--- src/rtl/sysctl_pkg.sv ---
package sysctl_pkg;

    localparam int ADDR_W   = 12;
    localparam int DATA_W   = 32;
    localparam int LOCK_W   = 8;
    localparam int MASK_LSB = 24;
    localparam int STAT_LSB = 16;

    typedef enum logic [2:0] {
        RID_CFG0   = 3'd0,
        RID_CFG1   = 3'd1,
        RID_SWITCH = 3'd2,
        RID_INFO   = 3'd3,
        RID_LOCK   = 3'd4,
        RID_AUXID  = 3'd5,
        RID_ID     = 3'd6
    } reg_id_e;

    localparam int NUM_REGS = 7;

    function automatic logic [ADDR_W-1:0] reg_offset(input int idx);
        logic [ADDR_W-1:0] off;
        case (idx)
            0:       off = 12'h000;
            1:       off = 12'h004;
            2:       off = 12'h00C;
            3:       off = 12'h010;
            4:       off = 12'h100;
            5:       off = 12'hFF8;
            default: off = 12'hFFC;
        endcase
        return off;
    endfunction

    typedef struct packed {
        logic [DATA_W-1:0] cfg0;
        logic [DATA_W-1:0] cfg1;
        logic [LOCK_W-1:0] lock_mask;
        logic [DATA_W-1:0] rdata;
        logic              bad;
    } bank_t;

endpackage

--- src/rtl/sysctl_addr_decode.sv ---
module sysctl_addr_decode
    import sysctl_pkg::*;
(
    input  logic              clk,
    input  logic              rst_n,
    input  logic [ADDR_W-1:0] addr,
    output logic [NUM_REGS-1:0] sel,
    output logic              miss
);

    for (genvar i = 0; i < NUM_REGS; i++) begin : g_match
        assign sel[i] = (addr == reg_offset(i));
    end

    assign miss = ~|sel;


    sel_onehot_chk: assert property (@(posedge clk) disable iff (!rst_n)
        $onehot0(sel) && (miss == (sel == '0)));

endmodule

--- src/rtl/sysctl_lock_stat.sv ---
module sysctl_lock_stat
    import sysctl_pkg::*;
#(
    parameter int NUM_DLL = 8
) (
    input  logic               clk,
    input  logic               rst_n,
    input  logic [LOCK_W-1:0]  mask,
    input  logic [NUM_DLL-1:0] locked,
    output logic [DATA_W-1:0]  word
);

    localparam int PAD_W = STAT_LSB - 1;

    logic [LOCK_W-1:0] lk;
    logic [LOCK_W-1:0] ok;

    for (genvar i = 0; i < LOCK_W; i++) begin : g_loop
        if (i < NUM_DLL) begin : g_live
            assign lk[i] = locked[i];
        end else begin : g_tied
            assign lk[i] = 1'b1;
        end
        assign ok[i] = ~mask[i] | lk[i];
    end

    assign word = {mask, lk, {PAD_W{1'b0}}, &ok};


    all_locked_chk: assert property (@(posedge clk) disable iff (!rst_n)
        (&lk) |-> word[0]);


    nothing_masked_chk: assert property (@(posedge clk) disable iff (!rst_n)
        (mask == '0) |-> word[0]);

endmodule

--- src/rtl/sysctl_regbank.sv ---
module sysctl_regbank
    import sysctl_pkg::*;
#(
    parameter int          NUM_LEDS   = 8,
    parameter int          NUM_DLL    = 8,
    parameter logic [31:0] INFO_VAL   = 32'h0,
    parameter logic [31:0] AUX_ID_VAL = 32'h0,
    parameter logic [31:0] ID_VAL     = 32'h0
) (
    input  logic               clk,
    input  logic               rst_n,
    input  logic [11:0]        bus_addr,
    input  logic               bus_we,
    input  logic               bus_re,
    input  logic [31:0]        bus_wdata,
    output logic [31:0]        bus_rdata,
    input  logic [NUM_DLL-1:0] dll_locked,
    output logic [NUM_LEDS-1:0] led,
    output logic               bad_access
);

    localparam bank_t RESET_BANK = '{
        cfg0:      '0,
        cfg1:      '0,
        lock_mask: '1,
        rdata:     '0,
        bad:       1'b0
    };

    bank_t               bank_d, bank_q;
    logic [NUM_REGS-1:0] sel;
    logic                miss;
    logic [DATA_W-1:0]   lock_word;
    logic [DATA_W-1:0]   rd_word;

    sysctl_addr_decode u_decode (
        .clk   (clk),
        .rst_n (rst_n),
        .addr  (bus_addr),
        .sel   (sel),
        .miss  (miss)
    );

    sysctl_lock_stat #(.NUM_DLL(NUM_DLL)) u_lock (
        .clk    (clk),
        .rst_n  (rst_n),
        .mask   (bank_q.lock_mask),
        .locked (dll_locked),
        .word   (lock_word)
    );

    always_comb begin
        rd_word = '0;
        if (sel[int'(RID_CFG0)])   rd_word = bank_q.cfg0;
        if (sel[int'(RID_CFG1)])   rd_word = bank_q.cfg1;
        if (sel[int'(RID_SWITCH)]) rd_word = '0;
        if (sel[int'(RID_INFO)])   rd_word = INFO_VAL;
        if (sel[int'(RID_LOCK)])   rd_word = lock_word;
        if (sel[int'(RID_AUXID)])  rd_word = AUX_ID_VAL;
        if (sel[int'(RID_ID)])     rd_word = ID_VAL;
    end

    always_comb begin
        bank_d       = bank_q;
        bank_d.rdata = bus_re ? rd_word : '0;
        bank_d.bad   = (bus_re | bus_we) & miss;
        if (bus_we) begin
            if (sel[int'(RID_CFG0)]) bank_d.cfg0 = bus_wdata;
            if (sel[int'(RID_CFG1)]) bank_d.cfg1 = bus_wdata;
            if (sel[int'(RID_LOCK)]) bank_d.lock_mask = bus_wdata[DATA_W-1:MASK_LSB];
        end
    end

    always_ff @(posedge clk) begin
        if (!rst_n) bank_q <= RESET_BANK;
        else        bank_q <= bank_d;
    end

    assign bus_rdata  = bank_q.rdata;
    assign bad_access = bank_q.bad;
    assign led        = bank_q.cfg1[NUM_LEDS-1:0];


    led_follow_chk: assert property (@(posedge clk) disable iff (!rst_n)
        (bus_we && sel[int'(RID_CFG1)]) |=> (led == $past(bus_wdata[NUM_LEDS-1:0])));


    rdata_idle_chk: assert property (@(posedge clk) disable iff (!rst_n)
        !bus_re |=> (bus_rdata == '0));


    mask_hold_chk: assert property (@(posedge clk) disable iff (!rst_n)
        !(bus_we && sel[int'(RID_LOCK)]) |=> $stable(bank_q.lock_mask));


    stray_write_chk: assert property (@(posedge clk) disable iff (!rst_n)
        (bus_we && miss) |=> ($stable(bank_q.cfg0) && $stable(bank_q.cfg1)
                              && $stable(bank_q.lock_mask)));


    bad_cause_chk: assert property (@(posedge clk) disable iff (!rst_n)
        bad_access |-> $past(bus_re || bus_we));

endmodule

--- config.mk ---
export PLATFORM = sky130hd
export DESIGN_NAME = sysctl_regbank
export DESIGN_NICKNAME = d
export VERILOG_FILES = /design/src/rtl/sysctl_pkg.sv /design/src/rtl/sysctl_addr_decode.sv /design/src/rtl/sysctl_lock_stat.sv /design/src/rtl/sysctl_regbank.sv
export SDC_FILE = /design/constraint.sdc
export NUM_CORES = 1
export LEC_CHECK = 0
export BUFFER_PORTS_ARGS = -buffer_cell sky130_fd_sc_hd__buf_4
export CAP_MARGIN = 40
export CORE_MARGIN = 2
export CORE_UTILIZATION = 40
export DETAILED_ROUTE_END_ITERATION = 16
export PLACE_DENSITY = 0.67
export SYNTH_ARGS = -nofsm -noshare
export SYNTH_HDL_FRONTEND = slang
export SYNTH_SLANG_ARGS = --single-unit
--- constraint.sdc ---
create_clock -name clk -period 1.99 [get_ports clk]
set_clock_uncertainty 0.15 [all_clocks]
set_input_delay 0.0995 -clock clk [delete_from_list [all_inputs] [get_ports clk]]
set_output_delay 0.0995 -clock clk [all_outputs]
set_load 0.01 [all_outputs]
==> impl_results.rst <==
.. list-table::
   :header-rows: 1

   * - Metric
     - Value
   * - Crit path capture type
     - flop
   * - Clock insertion delay at the later pin of the skew report
     - between 300 and 400 ps
   * - Number of top-level pins
     - 97
   * - Total clock buffers created by CTS
     - 9
   * - Grt ovf
     - 0
   * - Critical register-to-register path startpoint
     - led[0]
   * - Count of warnings emitted by yosys
     - 0
   * - Critical Path Fanout Max
     - 5
   * - Worst Setup Start Kind
     - input port
   * - Max_cap viols
     - 0
   * - Number of antenna violations at the first check in global routing
     - 0
   * - Final cell count without fillers
     - 723
   * - Synth cell count leaders
     - dfxtp_1, nand3_1, buf_4, nand2_1
   * - Worst-margin pin slew
     - ~560 ps
   * - Synth Net Count
     - 548
   * - Share of flip-flops with an asynchronous set or reset after synthesis
     - 0%
   * - Power density over the cells
     - 662.5 nW/um2
   * - Drt total wl
     - 9.986 mm
   * - Pleak
     - 2.349 nW
   * - Path type of the worst setup path
     - in2reg
   * - CTS tree
     - built
   * - Status
     - complete, no violations
   * - Syn Inst Count
     - 492
   * - Vertical die dimension
     - ~110 um
   * - Total of buffers placed on input and output ports
     - 96
   * - Headroom to the max-slew limit
     - 62.47%
   * - Final-report hold violation count
     - 0
   * - Start point of the critical path
     - bus_addr[9]
   * - Portion of the clock cycle consumed by the worst path in the final layout
     - 93.29%
   * - Core Box Area
     - between 10000 and 15000 um2
   * - Sequential fraction of the synthesis area
     - 48.53%
   * - Drt wl/cell
     - 13.81 um
   * - Max Slew Vio Count
     - 0
   * - Clock Tree Buf Depth
     - 2
   * - Area share of the largest cell type after synthesis
     - between 40% and 50%
   * - Vias in the first global route
     - 3432
   * - Setup repair after global routing missed its margin
     - no
   * - Initial DRT Pass Iterations
     - 4
   * - Final setup vio count
     - 0
   * - Worst slack on hold paths
     - 34.73 ps
   * - Final GP Congestion
     - 0.8166
   * - First-pass GRT wire length
     - 16.24 mm
   * - Area Growth Syn to Fin
     - 28.48%
   * - Placed insts
     - 657
   * - Sinks on the clock net
     - approximately 110
   * - Critical Path AT
     - between 2000 and 2500 ps
   * - Effective utilization at floorplan
     - 41.59%
   * - Most frequently used cell type in the post-synthesis netlist
     - dfxtp_1
   * - Top cells by area in the synthesized netlist
     - dfxtp_1, mux2i_1, nand3_1
   * - Post-synthesis cell area
     - 4332 um2
   * - Class of the tightest hold or removal check
     - in2reg
   * - Number of synthesized flops with an enable pin
     - 0
   * - Antenna Diode Count
     - 0
   * - Hold path start
     - bus_addr[1]
   * - Minimum clock period after layout
     - 1857 ps
   * - Final HPWL DP
     - 6.367 mm
   * - FMAX
     - 0.5386 GHz
   * - Cell chosen for the clock root
     - clkbuf_8
   * - Clock-pin slew of the registers on the worst-case setup and hold paths
     - 100 ps
   * - Aggregate global-route resource usage
     - 17.69%
   * - Register bit total from synthesis
     - 105
   * - DRC marker count from the first detailed-route iteration
     - 172
   * - Floorplan die width
     - 108.1 um
   * - Cell type with the highest aggregate area in the netlist
     - dfxtp_1
   * - Fraction of layout instances using a drive strength above 1
     - 22.15%
   * - Std-Cell Rows
     - 37
   * - Maximum number of pins on one net before global-route repair
     - 65
   * - Number of vias per cell
     - 4.916
   * - Mean instance size in the synthesized netlist
     - between 8 and 9 um2
   * - DR vias
     - 3554
   * - Detailed-route DRC error count
     - 0
   * - Number of H-tree branching levels
     - 3
   * - Antenna Nets Post-Route
     - 0
   * - Number of nets in the layout
     - 639
   * - Die Footprint
     - 11680 um2
   * - Count of filler cells inserted in the layout
     - approximately 960
   * - Main synth FF type
     - dfxtp_1
   * - Unique masters post-synth
     - 34
   * - IR Drop Worst-Case VDD
     - 0.0003353 V
   * - TNS Setup
     - 0 ps
   * - Required time reported for the critical path endpoint
     - 2150 ps
[state kept, by name (all words and copies together) (netlist names)]
| name | cells |
|---|---|
| bank_q | 64 |
| bus_rdata | 32 |
| led | 8 |
| bad_access | 1 |
[area by class of cell]
cell class,count,area [um2],share of cell area [%]
flip-flops and latches,105,2102,37.77
multi-input cells,307,1774,31.88
repair buffers,155,1314,23.61
well taps,136,170.2,3.058
clock buffers,9,123.9,2.226
clock inverters,6,62.56,1.124
inverters,5,18.77,0.3372
[power by group]
group | leakage [nW] | total [W] | switching, W | internal (W)
Sequential | 0.846 | 0.00210 | 0.000000506 | 0.00210
Clock | 0.0950 | 0.00125 | 0.000771 | 0.000481
Combinational | 1.41 | 0.000333 | 0.000153 | 0.000180
[logic make-up (layout without fill, tap and decap cells)]
kind of cell | after synthesis | count (layout) | share of synthesized area [%]
flops | 105 | 105 | 48.53
buf+inv | 80 | 175 | 10.72
simple gates | 178 | 178 | 20.71
compound gates | 88 | 88 | 10.54
mux | 41 | 41 | 9.503
[stage by stage]
stage	setup WS, ps	cell area [um2]	total power (W)	utilization [%]
5_1_grt	101.1	5565	0.003826	53.43
3_5_place_dp	279.5	4862	0.002400	46.68
2_1_floorplan	506.1	4332	0.002273	-
3_3_place_gp	322.5	4862	0.002397	46.68
6_report	133.5	5565	0.003687	53.43
4_1_cts	112.4	5549	0.003731	53.27
[worst max-delay path, cell delays in order]
cell,delay (ps)
dlygate4sd3_1,540
buf_4,150
nor4_4,250
buf_4,190
nand4_1,90
or4_1,550
a21oi_1,150
[placed cells by master (no fill, tap or decap), types with 2 or more instances in the layout]
master,instances
nand4b_2,3
inv_1,5
o21ai_0,26
dlygate4sd3_1,50
nor4_4,2
nor3_1,17
clkbuf_8,9
o21ai_1,40
buf_4,103
buf_12,2
a21oi_1,17
dfxtp_1,105
nor2_1,33
o22ai_1,2
inv_6,2
nand4_1,3
mux2i_1,40
clkinv_4,2
nand3_1,64
nand2_1,42
nand2b_1,3
[path summary, 6_finish.rpt]
kind / to / slack (ps) / depth (start not counted)
worst min register to register: bank_q[57] / 310 / 2
worst min-delay path: bus_rdata[0] / 30 / 5
worst max register to register: bus_rdata[0] / 380 / 5
worst max-delay path: bus_rdata[0] / 130 / 7
[what timing repair did]
item	CTS	global route
endpoints found under the setup margin	0	6
gates resized for setup	0	1
endpoints found under the hold margin	83	0
hold buffers	50	0
setup buffers	0	1
[metal layers]
layer | GRT usage [%] | vias to the layer above | wire [um]
met4 | 6.044 | 0 | 133
li1 | - | 1837 | -
met5 | 0 | - | 0
met2 | 31.04 | 73 | 4943
met3 | 3.315 | 11 | 447
met1 | 21.73 | 1633 | 4461
Note: power is estimated with default switching activity, not from simulation.
